--- src/rtl/ttf_pkg.sv ---
package ttf_pkg;
  typedef enum logic [2:0] {
    ACT_NONE,
    ACT_FAULT,
    ACT_ERROR,
    ACT_SWAP,
    ACT_FILL,
    ACT_REPLACE
  } act_e;
endpackage

--- src/rtl/ttf_store.sv ---
module ttf_store #(
  parameter int SETS  = 8,
  parameter int WAYS  = 4,
  parameter int TAG_W = 20,
  localparam int SET_W = $clog2(SETS),
  localparam int WAY_W = $clog2(WAYS)
) (
  input  logic                         clk_i,
  input  logic                         rst_ni,
  input  logic [SET_W-1:0]             set_i,
  output logic [WAYS-1:0]              valid_o,
  output logic [WAYS-1:0][TAG_W-1:0]   tag_o,
  output logic [WAY_W-1:0]             victim_o,
  output logic [WAY_W-1:0]             ptr_o,
  input  logic                         wr_en_i,
  input  logic [WAY_W-1:0]             wr_way_i,
  input  logic [TAG_W-1:0]             wr_tag_i,
  input  logic                         meta_en_i,
  input  logic [WAY_W-1:0]             meta_victim_i,
  input  logic [WAY_W-1:0]             meta_ptr_i
);
  logic [WAYS-1:0]            valid_a  [SETS];
  logic [WAYS-1:0][TAG_W-1:0] tag_a    [SETS];
  logic [WAY_W-1:0]           victim_a [SETS];
  logic [WAY_W-1:0]           ptr_a    [SETS];

  for (genvar s = 0; s < SETS; s++) begin : g_set
    logic                       sel;
    logic [WAYS-1:0]            valid_q;
    logic [WAYS-1:0][TAG_W-1:0] tag_q;
    logic [WAY_W-1:0]           victim_q;
    logic [WAY_W-1:0]           ptr_q;

    assign sel = (set_i == SET_W'(s));

    always_ff @(posedge clk_i or negedge rst_ni) begin
      if (!rst_ni) begin
        valid_q  <= '0;
        tag_q    <= '0;
        victim_q <= '0;
        ptr_q    <= WAY_W'(1);
      end else if (sel) begin
        if (wr_en_i) begin
          valid_q[wr_way_i] <= 1'b1;
          tag_q[wr_way_i]   <= wr_tag_i;
        end
        if (meta_en_i) begin
          victim_q <= meta_victim_i;
          ptr_q    <= meta_ptr_i;
        end
      end
    end

    assign valid_a[s]  = valid_q;
    assign tag_a[s]    = tag_q;
    assign victim_a[s] = victim_q;
    assign ptr_a[s]    = ptr_q;
  end

  assign valid_o  = valid_a[set_i];
  assign tag_o    = tag_a[set_i];
  assign victim_o = victim_a[set_i];
  assign ptr_o    = ptr_a[set_i];
endmodule

--- src/rtl/ttf_policy.sv ---
module ttf_policy #(
  parameter int WAYS  = 4,
  parameter int TAG_W = 20,
  localparam int WAY_W = $clog2(WAYS)
) (
  input  logic                       ev_valid_i,
  input  logic                       ev_insert_i,
  input  logic                       ev_sw_valid_i,
  input  logic                       ev_present_i,
  input  logic [TAG_W-1:0]           ev_tag_i,
  input  logic [WAYS-1:0]            valid_i,
  input  logic [WAYS-1:0][TAG_W-1:0] tag_i,
  input  logic [WAY_W-1:0]           victim_i,
  input  logic [WAY_W-1:0]           ptr_i,
  output ttf_pkg::act_e              act_o,
  output logic [WAY_W-1:0]           way_o,
  output logic [WAY_W-1:0]           new_victim_o,
  output logic [WAY_W-1:0]           new_ptr_o,
  output logic [TAG_W-1:0]           evict_tag_o
);
  import ttf_pkg::*;

  // next way modulo WAYS, stepping over skip
  function automatic logic [WAY_W-1:0] step(input logic [WAY_W-1:0] p,
                                            input logic [WAY_W-1:0] skip);
    logic [WAY_W-1:0] n;
    n = (p == WAY_W'(WAYS-1)) ? '0 : p + 1'b1;
    if (n == skip) n = (n == WAY_W'(WAYS-1)) ? '0 : n + 1'b1;
    return n;
  endfunction

  logic vic_hit;
  logic forbidden;

  assign vic_hit   = valid_i[victim_i] && (tag_i[victim_i] == ev_tag_i);
  assign forbidden = !ev_sw_valid_i && ev_present_i;

  always_comb begin
    act_o        = ACT_NONE;
    way_o        = ptr_i;
    new_victim_o = victim_i;
    new_ptr_o    = ptr_i;
    evict_tag_o  = tag_i[victim_i];
    if (ev_valid_i) begin
      if (forbidden) begin
        act_o = ACT_ERROR;
      end else if (!ev_insert_i && !ev_sw_valid_i) begin
        act_o = ACT_FAULT;
      end else if (!ev_insert_i && ev_present_i) begin
        act_o = ACT_NONE;
      end else if (!ev_insert_i && vic_hit) begin
        act_o        = ACT_SWAP;
        new_victim_o = ptr_i;
        new_ptr_o    = step(ptr_i, ptr_i);
      end else if (!valid_i[ptr_i]) begin
        act_o     = ACT_FILL;
        new_ptr_o = step(ptr_i, victim_i);
      end else if (!valid_i[victim_i]) begin
        act_o = ACT_FILL;
        way_o = victim_i;
      end else begin
        act_o        = ACT_REPLACE;
        way_o        = victim_i;
        new_victim_o = ptr_i;
        new_ptr_o    = step(ptr_i, ptr_i);
      end
    end
  end
endmodule

--- src/rtl/trap_tlb_filter.sv ---
module trap_tlb_filter #(
  parameter int SETS  = 8,
  parameter int WAYS  = 4,
  parameter int TAG_W = 20,
  parameter int CNT_W = 16,
  localparam int SET_W = $clog2(SETS),
  localparam int WAY_W = $clog2(WAYS)
) (
  input  logic             clk_i,
  input  logic             rst_ni,
  input  logic             ev_valid_i,
  input  logic             ev_insert_i,
  input  logic             ev_sw_valid_i,
  input  logic             ev_present_i,
  input  logic [SET_W-1:0] ev_set_i,
  input  logic [TAG_W-1:0] ev_tag_i,
  output logic             fill_valid_o,
  output logic [WAY_W-1:0] fill_way_o,
  output logic [TAG_W-1:0] fill_tag_o,
  output logic             evict_valid_o,
  output logic [TAG_W-1:0] evict_tag_o,
  output logic             evict_sw_valid_o,
  output logic             evict_present_o,
  output logic             trap_valid_o,
  output logic [WAY_W-1:0] trap_way_o,
  output logic [SET_W-1:0] cmd_set_o,
  output logic             fault_o,
  output logic             error_o,
  output logic [CNT_W-1:0] miss_count_o
);
  import ttf_pkg::*;

  logic [WAYS-1:0]            rd_valid;
  logic [WAYS-1:0][TAG_W-1:0] rd_tag;
  logic [WAY_W-1:0]           rd_victim, rd_ptr;
  act_e                       act;
  logic [WAY_W-1:0]           tgt_way, new_victim, new_ptr;
  logic [TAG_W-1:0]           vic_tag;
  logic                       do_fill, do_meta, do_count;

  ttf_store #(.SETS(SETS), .WAYS(WAYS), .TAG_W(TAG_W)) u_store (
    .clk_i         (clk_i),
    .rst_ni        (rst_ni),
    .set_i         (ev_set_i),
    .valid_o       (rd_valid),
    .tag_o         (rd_tag),
    .victim_o      (rd_victim),
    .ptr_o         (rd_ptr),
    .wr_en_i       (do_fill),
    .wr_way_i      (tgt_way),
    .wr_tag_i      (ev_tag_i),
    .meta_en_i     (do_meta),
    .meta_victim_i (new_victim),
    .meta_ptr_i    (new_ptr)
  );

  ttf_policy #(.WAYS(WAYS), .TAG_W(TAG_W)) u_policy (
    .ev_valid_i    (ev_valid_i),
    .ev_insert_i   (ev_insert_i),
    .ev_sw_valid_i (ev_sw_valid_i),
    .ev_present_i  (ev_present_i),
    .ev_tag_i      (ev_tag_i),
    .valid_i       (rd_valid),
    .tag_i         (rd_tag),
    .victim_i      (rd_victim),
    .ptr_i         (rd_ptr),
    .act_o         (act),
    .way_o         (tgt_way),
    .new_victim_o  (new_victim),
    .new_ptr_o     (new_ptr),
    .evict_tag_o   (vic_tag)
  );

  assign do_fill  = (act == ACT_FILL) || (act == ACT_REPLACE);
  assign do_meta  = do_fill || (act == ACT_SWAP);
  assign do_count = do_fill && !ev_insert_i;

  always_ff @(posedge clk_i or negedge rst_ni) begin
    if (!rst_ni) begin
      fill_valid_o  <= 1'b0;
      fill_way_o    <= '0;
      fill_tag_o    <= '0;
      evict_valid_o <= 1'b0;
      evict_tag_o   <= '0;
      trap_valid_o  <= 1'b0;
      trap_way_o    <= '0;
      cmd_set_o     <= '0;
      fault_o       <= 1'b0;
      error_o       <= 1'b0;
      miss_count_o  <= '0;
    end else begin
      fill_valid_o  <= do_fill;
      fill_way_o    <= tgt_way;
      fill_tag_o    <= ev_tag_i;
      evict_valid_o <= (act == ACT_REPLACE);
      evict_tag_o   <= vic_tag;
      trap_valid_o  <= (act == ACT_SWAP) || (act == ACT_REPLACE);
      trap_way_o    <= new_victim;
      fault_o       <= (act == ACT_FAULT);
      error_o       <= (act == ACT_ERROR);
      if (ev_valid_i) cmd_set_o <= ev_set_i;
      if (do_count) miss_count_o <= miss_count_o + 1'b1;
    end
  end

  // evicted entry leaves resident but out of the emulated buffer
  assign evict_sw_valid_o = evict_valid_o;
  assign evict_present_o  = 1'b0;
endmodule

--- config.mk ---
export PLATFORM = sky130hd
export DESIGN_NAME = trap_tlb_filter
export DESIGN_NICKNAME = d
export VERILOG_FILES = /design/src/rtl/ttf_pkg.sv /design/src/rtl/ttf_store.sv /design/src/rtl/ttf_policy.sv /design/src/rtl/trap_tlb_filter.sv
export SDC_FILE = /design/constraint.sdc
export NUM_CORES = 1
export LEC_CHECK = 0
export BUFFER_PORTS_ARGS = -buffer_cell sky130_fd_sc_hd__buf_4
export CAP_MARGIN = 20
export CORE_MARGIN = 2
export CORE_UTILIZATION = 40
export DETAILED_ROUTE_END_ITERATION = 16
export GPL_TIMING_DRIVEN = 0
export PLACE_DENSITY_LB_ADDON = 0.2
export SLEW_MARGIN = 20
export SYNTH_ARGS = -nofsm -noshare
export SYNTH_HDL_FRONTEND = slang
export SYNTH_SLANG_ARGS = --single-unit
--- constraint.sdc ---
create_clock -name clk_i -period 8.2 [get_ports clk_i]
set_input_delay 0.82 -clock clk_i [delete_from_list [all_inputs] [get_ports clk_i]]
set_output_delay 0.82 -clock clk_i [all_outputs]
set_load 0.02 [all_outputs]
Yosys cells after proc, flatten, opt, wreduce, memory -nomap -nowiden:

Index checks and enable logic that the tools add are counted.

* flip-flop bits (word level): 772
* bits of input ports: 29
* output and inout bits: 70

* add/subtract/negate cells: 3
* order comparisons: 5
* equal/unequal tests: 17
* mux-type cells: 61
* bitwise operators: 9
* reduce and logical (&&, ||, !) cells: 29

Operators by type and width (number)
* $bwmux 80: 8
* $bmux 80 s3: 1
* $mux 80: 2
* $mux 2: 28
* $bmux 20 s2: 1
* $demux 20 s2: 1
* $mux 20: 2
* $or 4x4->4: 8
* $reduce_and 2->1: 16
* $eq 20x20->1: 1
* $eq 3x3->1 const B: 6
* $mux 3: 6
* $add 16x1->16 const B: 1
* $bmux 2 s3: 2
* $bmux 4 s3: 1
* $eq 3x2->1 const B: 4
* $lt 2x3->1 const B: 3
* $mux 4: 2
* $logic_and 1x1->1: 7
* $eq 3x1->1 const B: 2
* $add 2x1->2 const B: 2
* $bmux 1 s2: 2
* $eq 2x2->1: 2
* $eq 2x2->1 const B: 2
* other kinds (8): 14

Logic depth before layout (Yosys ltp):

* depth in word-level cells: 19
* depth in mapped cells: 20
* depth with buffers taken out: 11

By module:

Synthesis repeated with hierarchy kept, for this count alone.

* cells, all modules: 2569
* area total of the unflattened synthesis: 35527.8 um^2

Modules (own cells, without submodules)
* ttf_store: times used 1, cells each 2270, area an instance 31855.6 um^2, seq. area each 17626.9 um^2
* trap_tlb_filter: times used 1, cells each 128, area an instance 2142.1 um^2, seq. area each 1701.6 um^2
* ttf_policy: times used 1, cells each 171, area an instance 1530.2 um^2, seq. area each 0.0 um^2

Worst setup path before layout:

No wires, ideal clock.

* path kind: input-to-reg
* start point: input ev_set_i[1]
* end point: register u_store.g_set[3].tag_q[40] (netlist name)
* arrival: 4299 ps
* data required time: 8075 ps
* setup slack: 3777 ps
* cell stages on the path: 17
* buffers on the path: 8
* cell sequence: buf_6 -> buf_8 -> buf_8 -> buf_8 -> buf_6 -> buf_6 -> buf_6 -> mux4_2 -> mux2i_4 -> mux2_2 -> a21oi_1 -> nor2_1 -> nor2_2 -> nand2_2 -> a211oi_2 -> buf_6 -> mux2_2

* cells in the longest elaborated chain, start to end: 19

RTL lines
* from (decl): line trap_tlb_filter.sv:15 `input logic [SET_W-1:0] ev_set_i,`
* $not 3->4 (not written as such)
* $bmux 80 s3 / $bmux 2 s3 (equally long branches): line ttf_store.sv:61, ttf_store.sv:62
* $mux 80 (not written as such) / $mux 2 (equally long branches) (2 in series): line ttf_store.sv:61, ttf_store.sv:62
* $bmux 20 s2: line ttf_policy.sv:35 `assign vic_hit = valid_i[victim_i] && (tag_i[victim_i] == ev_tag_i);`
* $mux 20 (not written as such): line ttf_policy.sv:35
* $eq 20x20->1: line ttf_policy.sv:35
* $logic_and 1x1->1: line ttf_policy.sv:35
* $logic_and 1x1->1: line ttf_policy.sv:51 `end else if (!ev_insert_i && vic_hit) begin`
* [... 2 more ...]
* $mux 2: line ttf_policy.sv:47 `end else if (!ev_insert_i && !ev_sw_valid_i) begin`
* $mux 2: line ttf_policy.sv:45 `if (forbidden) begin`
* $mux 2: line ttf_policy.sv:44 `if (ev_valid_i) begin`
* $lt 2x3->1 (not written as such) / $ge 2x1->1 (equally long branches): line ttf_store.sv:45 `tag_q[wr_way_i] <= wr_tag_i;`
* $logic_and 1x1->1 (not written as such): line ttf_store.sv:45
* $mux 20 (not written as such): line ttf_store.sv:45
* $demux 20 s2
* $bwmux 80: line ttf_store.sv:45
* to (signal, indexed assignment): line ttf_store.sv:45
* to (decl): line ttf_store.sv:30 `logic [WAYS-1:0][TAG_W-1:0] tag_q;`

Several ways; a longest one is shown, not always the timed one. The select of a mux whose other input is x is not followed.
A chain may end at the register's enable or synchronous reset.

Worst setup path in the final report:

* start point: input ev_set_i[0]
* end point: register u_store.g_set[1].tag_q[66] (netlist name)

* cells in the longest elaborated chain, start to end: 19

RTL lines
* $not 3->4 (not written as such) (*): line ttf_store.sv:61, ttf_store.sv:62
* $bmux 80 s3 / $bmux 2 s3 (equally long branches): line ttf_store.sv:61, ttf_store.sv:62
* $mux 80 (not written as such) / $mux 2 (equally long branches) (2 in series): line ttf_store.sv:61, ttf_store.sv:62
* $bmux 20 s2 (*)
* $mux 20 (*)
* via u_policy.evict_tag_o[13]: line ttf_policy.sv:19 `output logic [TAG_W-1:0] evict_tag_o`
* $eq 20x20->1 (*): line ttf_policy.sv:35
* $logic_and 1x1->1 (*): line ttf_policy.sv:35
* [... 3 more ...]
* $mux 2: line ttf_policy.sv:47
* $mux 2: line ttf_policy.sv:45
* $mux 2: line ttf_policy.sv:44
* $lt 2x3->1 (not written as such) / $ge 2x1->1 (equally long branches): line ttf_store.sv:45
* $logic_and 1x1->1 (not written as such): line ttf_store.sv:45
* $mux 20 (not written as such): line ttf_store.sv:45
* $demux 20 s2
* $bwmux 80: line ttf_store.sv:45
* to (signal, indexed assignment): line ttf_store.sv:45
* to (decl): line ttf_store.sv:30

The timed path passes the listed nets; every way through them passes the cells marked *. The select of a mux whose other input is x is not followed.

==> flow_summary.toml <==
[cts]
hold_buffers = 0
clkTransAtPathRegs_ns = 0.06
h-tree-depth = 3
cts_tree = "built"
numCtsBuffers = 88
cts_resized = 0
root_buffer = "clkbuf_16"
cts.sinks = 772
clk_path_buf_depth = 3
clk_latency_ns = 0.67
cts_setup_buffers = 0

[global_routing]
grt_max_degree = 106
grt_pass1_vias = 25100
gr-usage-all-layers_pct = 28.4
grt_overflow = 0
grt_antenna_before_repair = 3
grt_pass1_wl_um = 191000

[synthesis]
ys_ff_latch = 772
synth.avg_cell_area_um2 = 14.8
synthDistinctLibCells = 95
ys_seq_area_share_pct = 51.8
synth-async-reset-ratio_pct = 100
synth-main-ff-cell = "dfrtp_1"
yosysWarnings = 0
syn_area_um2 = 37300
synth_nets = 2554
synthCells = 2524
synth_edf_count = 0

[setup_path]
r2r_start = "u_store.g_set[5].victim_q[1]"
startpoint = "ev_set_i[0]"
crit_chain = "buf_4 -> nor2b_1 -> clkbuf_1 -> nand2_1 -> nand3_1 -> buf_2 -> buf_2 -> mux2i_1 -> mux2i_1 -> o211ai_1 -> nor4b_1 -> and4_1 -> buf_6 -> buf_12 -> nor3_2 -> buf_6 -> mux2_1"
r2r_cells = 15
worstSetupPathType = "in2reg"
slowest_delay_ns = 0.72
critPathLaunchType = "input pin"
path_max_fanout = 10
critPathSlowestCell = "clkbuf_1"
critical_path.top_delay_family = "buffers and inverters"
endpoint_kind = "flop"
cp.arrival_ns = 6.75
path_buf_inv = 7
crit_cells = 17
worstPathRequired_ns = 8.72

[timing]
worstMarginPinSlew_ns = 1.10
slew_headroom_pct = 26.3
setup_viol_count_final = 0
fin_tns_setup_ns = 0
fmax_mhz = 161
final_hold_viol_count = 0
slew_viol_final = 0
fin_crit_ns = 6.23
layout_setup_ws_ns = 1.97
rsz0062_at_grt = "false"
fin_crit_sh_pct = 75.9
hold_ws_ns = 0.0836
skew_ns = 0.0359

[cells_and_area]
drive_above_1_share_pct = 39.2
areaGrowthSynthToFinish_pct = 15.1
nFillCells = 8090
final_common_cell = "dfrtp_1"
layout_common_cells = "764 x dfrtp_1, 334 x mux2_2, 223 x mux2_1, 150 x mux2_4, 127 x buf_4"
nNetsFinal = 2749
final_util_pct = 46.2

[floorplanning]
die_h_um = 310
core_area_um2 = 92900
row_count = 112
initial_core_util_pct = 40.2
die_area_um2 = 95800
ios = 99
die_w_um = 310

[power]
leakagePower_nw = 20.3
ir_worst_vdd_mv = 0.169
cellPowerDensity_nw_per_um2 = 325

[routing]
drt_iter0_markers = 2417
vias_per_cell = 6.01
num_vias = 24300
drc = 0
wl_um = 135000
first_pass_iters = 7
ant_nets = 0
post_drt_wl_per_cell_um = 33.3

[placed_design]
place_hpwl_um = 90500
gp_congestion = 0.931
port-buffer-count = 95
pre_cts_ws_ns = 1.65

[min_path]
hold_path.class = "in2async"

[job]
maxCapViolCount = 0

[status]
status = "finished clean"
-- layer usage --
layer / global-route usage (%) / vias up / share of wire [%]
met5: 0 / - / 0
met2: 44.5 / 1147 / 46
met3: 5.38 / 329 / 7.3
met1: 38.0 / 13100 / 42
li1: - / 9722 / -
met4: 13.8 / 0 / 5.2
-- sequential cells by signal (all words and copies together) (netlist names) --
register	cells
evict_tag_o	20
fault_o	1
fill_tag_o	20
fill_valid_o	1
u_store.g_set.valid_q	32
u_store.g_set.tag_q	640
evict_sw_valid_o	1
fill_way_o	2
u_store.g_set.victim_q	16
trap_way_o	2
u_store.g_set.ptr_q	16
cmd_set_o	3
miss_count_o	16
error_o	1
trap_valid_o	1
-- through the flow --
stage	total power [W]	area [µm²]	instances
after global routing	0.0145	43000	4043
after CTS	0.0139	43000	4043
after detailed placement	0.00974	39900	3883
after floorplan	0.00839	37300	2524
after global placement	0.00951	39600	3873
final	0.0139	43000	4044
-- logic make-up after synthesis --
logic type	count (synthesis)	synth area share [%]
xor+xnor	30	0.704
other cells	1	0.0100
mux	926	32.9
compound gates	254	5.46
simple gates	288	4.38
fa+ha+maj	2	0.0603
flops	772	51.8
buf+inv	251	4.74
-- where the power goes --
group	total (W)	internal, W	switching (W)
Clock	0.00418	0.00254	0.00164
Combinational	0.00390	0.00199	0.00191
Sequential	0.00586	0.00517	0.000695
-- Yosys cell counts (15+ instances only) --
cell	instances	share of area [%]
nand2b_1	20	0.34
clkbuf_1	87	0.87
mux2_4	150	6.0
a21oi_1	25	0.34
buf_6	72	2.2
o22ai_1	29	0.49
nand2_1	87	0.87
buf_2	32	0.43
or2_2	28	0.47
dfrtp_1	764	51
mux2_1	223	6.7
o21ai_0	32	0.43
nand3_1	28	0.38
mux2i_1	95	2.5
buf_4	33	0.66
nor4_1	15	0.25
o221ai_1	17	0.40
mux2_2	334	10
xor2_1	23	0.54
mux4_2	118	7.1
nor2_1	22	0.22
-- final timing paths --
path / endpoint / slack [ns]
worst max register to register: u_store.g_set[7].tag_q[46] / 2.61
worst min register to register: u_store.g_set[4].valid_q[3] / 0.47
max in group asynchronous: u_store.g_set[2].tag_q[9] / 5.96
min in group clk_i: fill_tag_o[19] / 0.27
worst min-delay path: u_store.g_set[2].tag_q[58] / 0.08
worst max-delay path: u_store.g_set[1].tag_q[66] / 1.97
-- layout make-up --
type,instances,area [µm²],share of cell area [%]
buffer,242,1740,4.05
clock inverter,40,563,1.31
antenna,1,2.50,0.00582
inverter,9,33.8,0.0786
timing repair buffer,105,983,2.29
sequential,772,19300,45.0
clock buffer,120,2490,5.81
tap,1254,1570,3.65
multi-input combinational,1501,16300,37.8
Note: power is estimated with default switching activity, not from simulation.
